[config.mk]
export PLATFORM = sky130hd
export DESIGN_NAME = gpio_port
export DESIGN_NICKNAME = d
export VERILOG_FILES = /design/src/rtl/gpio_port.sv
export SDC_FILE = /design/constraint.sdc
export NUM_CORES = 1
export LEC_CHECK = 0
export CAP_MARGIN = 0
export CORE_MARGIN = 2
export CORE_UTILIZATION = 45
export DETAILED_ROUTE_END_ITERATION = 16
export PLACE_DENSITY = 0.76
export SYNTH_ARGS = -nofsm -noshare
export SYNTH_HDL_FRONTEND = slang
export SYNTH_SLANG_ARGS = --single-unit
[constraint.sdc]
create_clock -name clk -period 1.2 [get_ports clk]
set_clock_uncertainty 0.15 [all_clocks]
set_input_delay 0.18 -clock clk [delete_from_list [all_inputs] [get_ports clk]]
set_output_delay 0.18 -clock clk [all_outputs]
set_load 0.02 [all_outputs]
[src/rtl/gpio_port.sv]
module gpio_port #(
  parameter int W = 8,
  parameter int DIV_PIN = 3,
  parameter logic [W-1:0] WAKE_MASK = '1,
  localparam int BW = $clog2(W)
) (
  input  logic          clk,
  input  logic          rst_n,
  input  logic          bus_wr,
  input  logic          bus_addr,
  input  logic [1:0]    bus_op,
  input  logic [BW-1:0] bus_bit,
  input  logic [W-1:0]  bus_wdata,
  output logic [W-1:0]  bus_rdata,
  input  logic [W-1:0]  pad_in,
  output logic [W-1:0]  pad_out,
  output logic [W-1:0]  pad_oe,
  input  logic          div_en,
  input  logic          div_sig,
  input  logic          sleep,
  output logic          wake_req
);

  logic [W-1:0] latch, dir, sync1, sync2, snap;
  logic         sleep_q;
  logic [W-1:0] bit_mask;

  assign bit_mask = {{(W-1){1'b0}}, 1'b1} << bus_bit;

  function automatic logic [W-1:0] apply_op(input logic [W-1:0] cur);
    case (bus_op)
      2'b00:   return bus_wdata;
      2'b01:   return cur | bit_mask;
      2'b10:   return cur & ~bit_mask;
      default: return cur;
    endcase
  endfunction

  always_ff @(posedge clk or negedge rst_n) begin
    if (!rst_n) begin
      latch <= '1;
      dir   <= '1;
    end else if (bus_wr) begin
      if (bus_addr) dir   <= apply_op(dir);
      else          latch <= apply_op(latch);
    end
  end

  always_ff @(posedge clk or negedge rst_n) begin
    if (!rst_n) begin
      sync1 <= '1;
      sync2 <= '1;
    end else begin
      sync1 <= pad_in;
      sync2 <= sync1;
    end
  end

  always_ff @(posedge clk or negedge rst_n) begin
    if (!rst_n) begin
      sleep_q <= 1'b0;
      snap    <= '1;
    end else begin
      sleep_q <= sleep;
      if (sleep && !sleep_q) snap <= sync2;
    end
  end

  assign wake_req  = sleep_q && sleep && |((sync2 ^ snap) & dir & WAKE_MASK);
  assign bus_rdata = bus_addr ? dir : ((dir & sync2) | (~dir & latch));
  assign pad_oe    = ~dir;

  for (genvar i = 0; i < W; i++) begin : g_out
    if (i == DIV_PIN) begin : g_div
      assign pad_out[i] = div_en ? (latch[i] & div_sig) : latch[i];
    end else begin : g_plain
      assign pad_out[i] = latch[i];
    end
  end

endmodule


**Yosys cells after proc, flatten, opt, wreduce, memory -nomap -nowiden**

Index checks and enable logic that the tools add are counted.

- Multiplexer cells: 4
- Multipliers: 0
- Bitwise gates (word level): 13
- Order comparisons: 0
- Equality and inequality tests: 2
- Shifts and indexed selects: 1
- Add/sub/neg operators: 0
- Div/mod/pow operators: 0
- Reductions and logical operators: 9

Operator list:

| cell | count |
|---|---|
| $pmux W8 S3 | 2 |
| $and A8 B8 Y8 | 5 |
| $or A8 B8 Y8 | 3 |
| $not A8 Y8 | 2 |
| $mux W8 | 1 |
| $reduce_or A8 Y1 | 1 |
| $shl A1 B3 Y8 const A | 1 |
| $xor A8 B8 Y8 | 1 |
| $reduce_and A3 Y1 | 2 |
| $logic_and A1 B1 Y1 | 3 |
| $reduce_bool A3 Y1 | 1 |
| $eq A2 B1 Y1 const B | 1 |
| $eq A2 B2 Y1 const B | 1 |
| $logic_not A2 Y1 | 1 |
| $and A1 B1 Y1 | 1 |
| $logic_not A1 Y1 | 1 |
| $mux W1 | 1 |
| $not A1 Y1 | 1 |

- ROM bits: 0
- Input bits: 28
- Bits in registers: 41
- Latch bits: 0
- Logic and storage cells: 35
- Bits in writable memories: 0
- Output and inout port bits: 25
- Memories kept: 0

**Depth between registers and ports, before layout**

Gate-level depths: netlist (run 1).

- Depth after elaboration: 4
- Mapped depth: 7
- Gate-level depth less buffers: 5

**Worst setup path before layout (run 1)**

No wires, ideal clock.

- Kind: register to output
- From: register snap[1]
- To: output port wake_req
- Data arrival time: 1.195 ns
- Path buffers: 0
- Cell stages (with the launch flop): 4
- Setup slack: -0.325 ns
- Data required time: 0.870 ns
- Cells stage by stage: dfstp_2 -> xor2_1 -> a22oi_1 -> a41oi_1

- Word-level cells in the longest chain between the ends: 4

RTL lines:

| what | line | text |
|---|---|---|
| start, declared | 24 | `logic [W-1:0] latch, dir, sync1, sync2, snap;` |
| start signal, assigned | 65 | `if (sleep && !sleep_q) snap <= sync2;` |
| $xor A8 B8 Y8 | 69 | `assign wake_req = sleep_q && sleep && \|((sync2 ^ snap) & dir & WAKE_MASK);` |
| $and A8 B8 Y8 | 69 |  |
| $reduce_or A8 Y1 | 69 |  |
| $logic_and A1 B1 Y1 | 69 |  |
| end, declared | 21 | `output logic wake_req` |

Every way passes these cells.

**Worst setup path in the final report (run 1)**

- From: register snap[6]
- To: output port wake_req

The elaborated chain is that of the path after synthesis.

==> impl_metrics.ini, run 1 <==
[floorplanning]
fp.dieArea_sq_um = 5600
io_pins = 53
die_height_um = 74.8
std_cell_rows = 25
initial_core_util_pct = 47.2
chipWidth_um = 74.8
core_sq_um = 4790

[cells_and_area]
final_design_area_no_fill_sq_um = 4210
nets = 359
syn2layout_area_growth_pct = 86.4
fin_util_pct = 87.9
drive_gt1_share_pct = 81.2
antenna-diode-count = 0
fin_cells = 396

[timing]
drv_slew = 0
tightest_slew_ns = 0.412
timing.final.crit_share_pct = 158
timing.final.ws_setup_ns = -0.692
layout_min_cycle_time_ns = 1.89
hold_violations = 0
tns_ns = -9.54
maxSlewHeadroom_pct = 72.5
rsz0062_at_grt = true
finalSetupViolCount = 48
fmax_mhz = 528

[cts]
numCtsBuffers = 5
cts.reportedPaths.clkPinSlew_ns = 0.08
cts_sinks = 41
cts-root-buf = clkbuf_8
tritoncts = yes
cts_htree_levels = 2
clk_latency_ns = 0.29
ctsLongestPathBuffers = 2

[pwr]
p_clk_share_pct = 21.7
sw_frac_of_total_pct = 32.4
comb_power_share_pct = 44.3
power_switching_mw = 1.74
finalPower_mw = 5.38
power_leakage_nw = 1.70
p_int_mw = 3.64
seqPwrFrac_pct = 34.0
ir_drop_v = 0.00103
p_per_area_nw_per_um2 = 1280

[worst_setup_path]
rr_startpoint = dir[1]
cp.arrival_ns = 1.56
crit_path_start_kind = flip-flop
setup.worst_path.class = flip-flop to primary output
r2r_cells = 6
rrSetupSlack_ns = -0.26
required_ns = 0.87
r2r-end = dir[1]
crit_path_end_kind = primary output
worstPathMaxFanout = 2

[global_routing]
grtUsageTotal_pct = 26.2
first_global_vias = 2258
grt_pass1_wl_um = 10800
grt.overflow.total = 0
grt_max_degree = 42
antenna_found_initial = 0

[drt]
ant_nets = 0
firstDrtPassIters = 4
num_vias = 2200
wl_per_cell_um = 20.7
drtIter0Drc = 130
drt-total-wl_um = 8180
vias_per_cell = 5.56
drc = 0

[synthesis]
synth_cell_types = 38
synthCells = 208
yosys_warnings = 0
syn-mean-instance-area_sq_um = 10.9
ys_ff_latch = 41
synth_area_sq_um = 2260
ys_seq_area_share_pct = 47.7
synth_nets = 239

[placement]
dpl.cell_count = 361
dp_hpwl_um = 4330
place.gp.congestion = 0.872
port_buffers = 52
postPlaceCellArea_sq_um = 3270

[worst_hold_path]
hold_path_depth = 2
hp-start = sleep
hold_end = sleep_q
holdCritPathClass = input pin to flip-flop

[run_status]
status = finished with violations
violations = negative setup slack

[run]
maxCapViolCount = 0
-- power groups by stage --
stage	combinational, mW	sequential, mW	clock, mW
finish	2.38	1.83	1.17
global route	2.51	1.84	1.24
CTS	2.02	1.79	1.17
detailed placement	1.60	1.79	0
global placement	1.57	1.78	0
floorplan	0.815	1.82	0
-- cells in the mapped netlist --
| cell type | count | area, sq um |
|---|---|---|
| mux2_2 | 1 | 11.3 |
| or3_4 | 1 | 11.3 |
| nand2b_1 | 9 | 56.3 |
| dfstp_2 | 40 | 1050 |
| nor2_1 | 27 | 101 |
| xor2_1 | 8 | 70.1 |
| a221oi_2 | 1 | 15.0 |
| clkbuf_2 | 1 | 5.00 |
| mux2_1 | 7 | 78.8 |
| buf_2 | 6 | 30.0 |
| inv_1 | 11 | 41.3 |
| a311o_1 | 2 | 20.0 |
| nand3b_1 | 3 | 22.5 |
| nor2b_1 | 2 | 12.5 |
| a41oi_1 | 1 | 8.76 |
| nor2b_4 | 1 | 13.8 |
| ha_1 | 3 | 37.5 |
| nand3_1 | 1 | 5.00 |
| dfrtp_1 | 1 | 25.0 |
| nand4bb_1 | 1 | 11.3 |
| a21oi_2 | 3 | 26.3 |
| or3b_1 | 3 | 26.3 |
| buf_6 | 2 | 22.5 |
| buf_4 | 9 | 67.6 |
| buf_1 | 2 | 7.51 |
| a21boi_0 | 1 | 7.51 |
| a211oi_2 | 9 | 113 |
| and3b_1 | 1 | 8.76 |
| a21oi_1 | 7 | 35.0 |
| clkbuf_1 | 1 | 3.75 |
| nand2_1 | 1 | 3.75 |
| o2bb2ai_1 | 14 | 123 |
| o221ai_1 | 2 | 17.5 |
| o21ai_0 | 16 | 80.1 |
| nand4b_1 | 1 | 8.76 |
| a211oi_1 | 4 | 30.0 |
| nor3b_4 | 1 | 18.8 |
| a22oi_1 | 4 | 30.0 |
-- metrics by stage --
stage	setup slack [ns]	hold slack (ns)
2_1_floorplan	-0.201	-0.266
3_3_place_gp	-1.09	0.0147
3_5_place_dp	-1.15	0.0186
4_1_cts	-0.627	0.113
5_1_grt	-0.726	0.113
6_report	-0.692	0.119
-- kinds of logic (layout without fill, tap and decap cells) --
| family | after synthesis | count (layout) | share of synthesized area [%] |
|---|---|---|---|
| xor+xnor | 8 | 8 | 3.10 |
| buf+inv | 32 | 153 | 7.87 |
| flops | 41 | 41 | 47.7 |
| simple gates | 52 | 52 | 13.3 |
| mux | 8 | 8 | 3.99 |
| compound gates | 64 | 64 | 22.4 |
| fa+ha+maj | 3 | 3 | 1.66 |
-- metal layers --
layer	up-vias	track usage [%]	wire (um)
li1	970	-	-
met1	1107	30.8	3210
met2	95	46.7	4240
met3	28	5.89	433
met4	0	9.72	294
met5	-	0	0
-- worst max-delay path by stage --
stage / startpoint / to / slack [ns] / cells past startpoint
floorplan: sync2[0] / wake_req / -0.20 / 3
global placement: bus_op[0] / latch[1] / -1.09 / 6
detailed placement: bus_op[0] / latch[0] / -1.15 / 6
CTS: snap[3] / wake_req / -0.63 / 4
global route: sync2[4] / wake_req / -0.73 / 4
finish: snap[6] / wake_req / -0.69 / 4
-- state kept, by name, summed over array words and instances (netlist names) --
name,count
sync1,8
sync2,8
latch,8
sleep_q,1
dir,8
snap,8
-- worst max-delay path, cell delays in order (launching register included) --
cell and delay [ns]:
dfstp_2 0.57, xor2_1 0.21, a22oi_2 0.09, a41oi_2 0.22, buf_4 0.18
-- timing repair --
action,CTS,global route
buffers inserted,14,19
pin swaps,15,20
endpoints found under the hold margin,41,0
gates cloned,0,1
hold buffers,1,0
gates resized for setup,264,62
endpoints found under the setup margin,49,49
-- cells in the final DEF, fill, tap and decap left out, types with 3 or more instances in the layout --
master / instances
mux2_4: 6
nand3b_1: 3
nor2_1: 8
nand2b_4: 3
a21oi_2: 7
o21ai_4: 4
a21oi_1: 3
buf_12: 4
xor2_2: 6
o2bb2ai_2: 11
a22oi_2: 4
inv_1: 3
o21ai_2: 11
buf_4: 25
nor2_4: 8
a211oi_2: 13
buf_6: 77
clkdlybuf4s50_1: 18
dfstp_2: 40
nor2_2: 11
clkbuf_8: 6
inv_2: 6
o2bb2ai_1: 3
dlygate4sd2_1: 3
nand2b_1: 6
-- area by class of cell --
cell class              instances  area, sq um
flip-flops and latches         41         1080
multi-input cells             135         1470
clock inverters                 2         37.5
repair buffers                134         1400
fillers                       214          578
inverters                      11         51.3
clock buffers                   6         82.6
well taps                      67         83.8
(Power assumes the default switching activity.)
==> run 2: changes to the inputs <==
--- a/config.mk
+++ b/config.mk
@@ -7,9 +7,10 @@
 export LEC_CHECK = 0
 export CAP_MARGIN = 0
 export CORE_MARGIN = 2
-export CORE_UTILIZATION = 45
+export CORE_UTILIZATION = 48
 export DETAILED_ROUTE_END_ITERATION = 16
-export PLACE_DENSITY = 0.76
+export DONT_BUFFER_PORTS = 1
+export PLACE_DENSITY = 0.65
 export SYNTH_ARGS = -nofsm -noshare
 export SYNTH_HDL_FRONTEND = slang
 export SYNTH_SLANG_ARGS = --single-unit
==> run 2 against run 1 <==
  * Global-route usage down 2.2 points
  * Hold slack lost 0.69 ns
  * The flow finishes with violations (negative hold slack, negative setup slack)
  * Total power down 9.0%
  * Worst setup slack better by 0.084 ns
  * Sequential power hardly changed
  * Die area fell by 5.9%
  * Clock power shrank 8%
  * Maximum frequency rose by 4.6%
  * Final area decreased by 13%
  * Critical path depth unchanged
  * Sequential share of layout area rose by 4.0 points
  * Largest cell class unchanged
==> impl_metrics.ini, run 2 (same netlist as run 1, synthesis figures left out) <==
[timing]
hold_violations = 41
drv_slew = 0
timing.final.ws_setup_ns = -0.609
maxSlewHeadroom_pct = 74.5
tightest_slew_ns = 0.382
finalSetupViolCount = 42
fmax_mhz = 553
layout_min_cycle_time_ns = 1.81
timing.final.crit_share_pct = 151
holdWs_ns = -0.568
rsz0062_at_grt = true

[cts]
cts_sinks = 41
cts-root-buf = clkbuf_8
cts_htree_levels = 2
ctsLongestPathBuffers = 2
cts.reportedPaths.clkPinSlew_ns = 0.08
clk_latency_ns = 0.29
numCtsBuffers = 5
holdBufCountCts = 17
tritoncts = yes

[floorplanning]
io_pins = 53
die_height_um = 72.6
chipWidth_um = 72.6
core_sq_um = 4440
fp.dieArea_sq_um = 5270
std_cell_rows = 24
initial_core_util_pct = 50.8

[drt]
ant_nets = 0
drtIter0Drc = 115
drt-total-wl_um = 7040
num_vias = 1996
wl_per_cell_um = 21.5
firstDrtPassIters = 4
drc = 0
vias_per_cell = 6.09

[placement]
dp_hpwl_um = 4010
place.gp.congestion = 0.807
place_ws_ns = -0.284
dpl.cell_count = 279
port_buffers = 0

[worst_setup_path]
cp_top_family = flip-flops
cp_num_buf_inv = 1
crit_path_max_incr_delay_ns = 0.57
cp_slowest_cell = dfstp_2
cp.arrival_ns = 1.48
crit_chain = xor2_2 > a22oi_2 > a41oi_2 > buf_4
crit_path_end_kind = primary output
setup.worst_path.class = flip-flop to primary output
required_ns = 0.87
worstPathMaxFanout = 2
crit_path_start_kind = flip-flop

[global_routing]
use_met1_pct = 29.1
busiest_layer = met2
grtUsageTotal_pct = 24.0
grt_max_degree = 42
grt.overflow.total = 0
antenna_found_initial = 0
first_global_vias = 1927
grt_use_met2_pct = 42.4
use_met3_pct = 5.25
grt_pass1_wl_um = 9660

[cells_and_area]
fin_util_pct = 82.0
drive_gt1_share_pct = 75.7
nFillCells = 228
fin_cells = 328
layout_common_cells = dfstp_2 (40), buf_6 (38), buf_4 (23)
syn2layout_area_growth_pct = 61.5
nets = 306
final_common_cell = dfstp_2
antenna-diode-count = 0

[run_status]
violations = negative hold slack, negative setup slack
status = finished with violations

[worst_hold_path]
holdCritPathClass = input pin to asynchronous set/reset pin

[pwr]
power_leakage_nw = 1.44
finalPower_mw = 4.89
p_per_area_nw_per_um2 = 1340
ir_drop_v = 0.000883

[run]
maxCapViolCount = 0
run 2: cell types whose count changed in the layout (fill, tap and decap cells not counted), sizes merged:
cell / change
clkdlybuf4s15: -2
clkbuf: -1
dlygate4sd2: -3
clkdlybuf4s50: -18
clkinv: +1
buf: -45
clkinvlp: -1
dlygate4sd3: +16
run 2: repair_timing:
action                                  CTS  global route
cloned                                    0             0
gates resized for setup                  86            47
endpoints found under the hold margin    66            41
endpoints found under the setup margin   40            49
pin swaps                                11            11
setup buffers                            15            13
run 2: through the flow:
step	TNS (ns)	area [sq um]
6_report	-8.64	3640
5_1_grt	-10.27	3640
4_1_cts	-7.23	3340
3_5_place_dp	-2.03	2620
3_3_place_gp	-1.53	2620
2_1_floorplan	-1.28	2380
run 2: area by class of cell:
type	count	area [sq um]	share of cell area, %
Timing Repair Buffer	81	831	22.8
Multi-Input combinational cell	135	1490	40.9
Sequential cell	41	1080	29.5
Tap cell	52	65.1	1.79
Inverter	11	73.8	2.03
Clock buffer	6	72.6	1.99
Clock inverter	2	35.0	0.961
run 2: worst paths after layout:
| path | from | depth (start not counted) | endpoint | slack, ns |
|---|---|---|---|---|
| min in group clk | bus_bit[1] | 3 | dir[0] | 0.02 |
| worst max register to register | dir[6] | 5 | dir[6] | -0.25 |
| worst min register to register | sync1[0] | 0 | sync2[0] | 0.21 |
| worst max-delay path | snap[1] | 4 | wake_req | -0.61 |
| max in group asynchronous | rst_n | 0 | snap[2] | 1.28 |
| worst min-delay path | rst_n | 0 | sleep_q | -0.57 |
run 2: power by group:
group	internal, mW	switching [mW]	total, mW
sequential	1.67	0.174	1.84
combinational	1.01	0.959	1.97
clock	0.617	0.458	1.08
run 2: routing by layer:
metal  share of wire [%]  vias to the layer above
li1                    -                      860
met1                  36                     1020
met2                  56                       98
met3                 6.1                       18
met4                 2.0                        0
met5                   0                        -
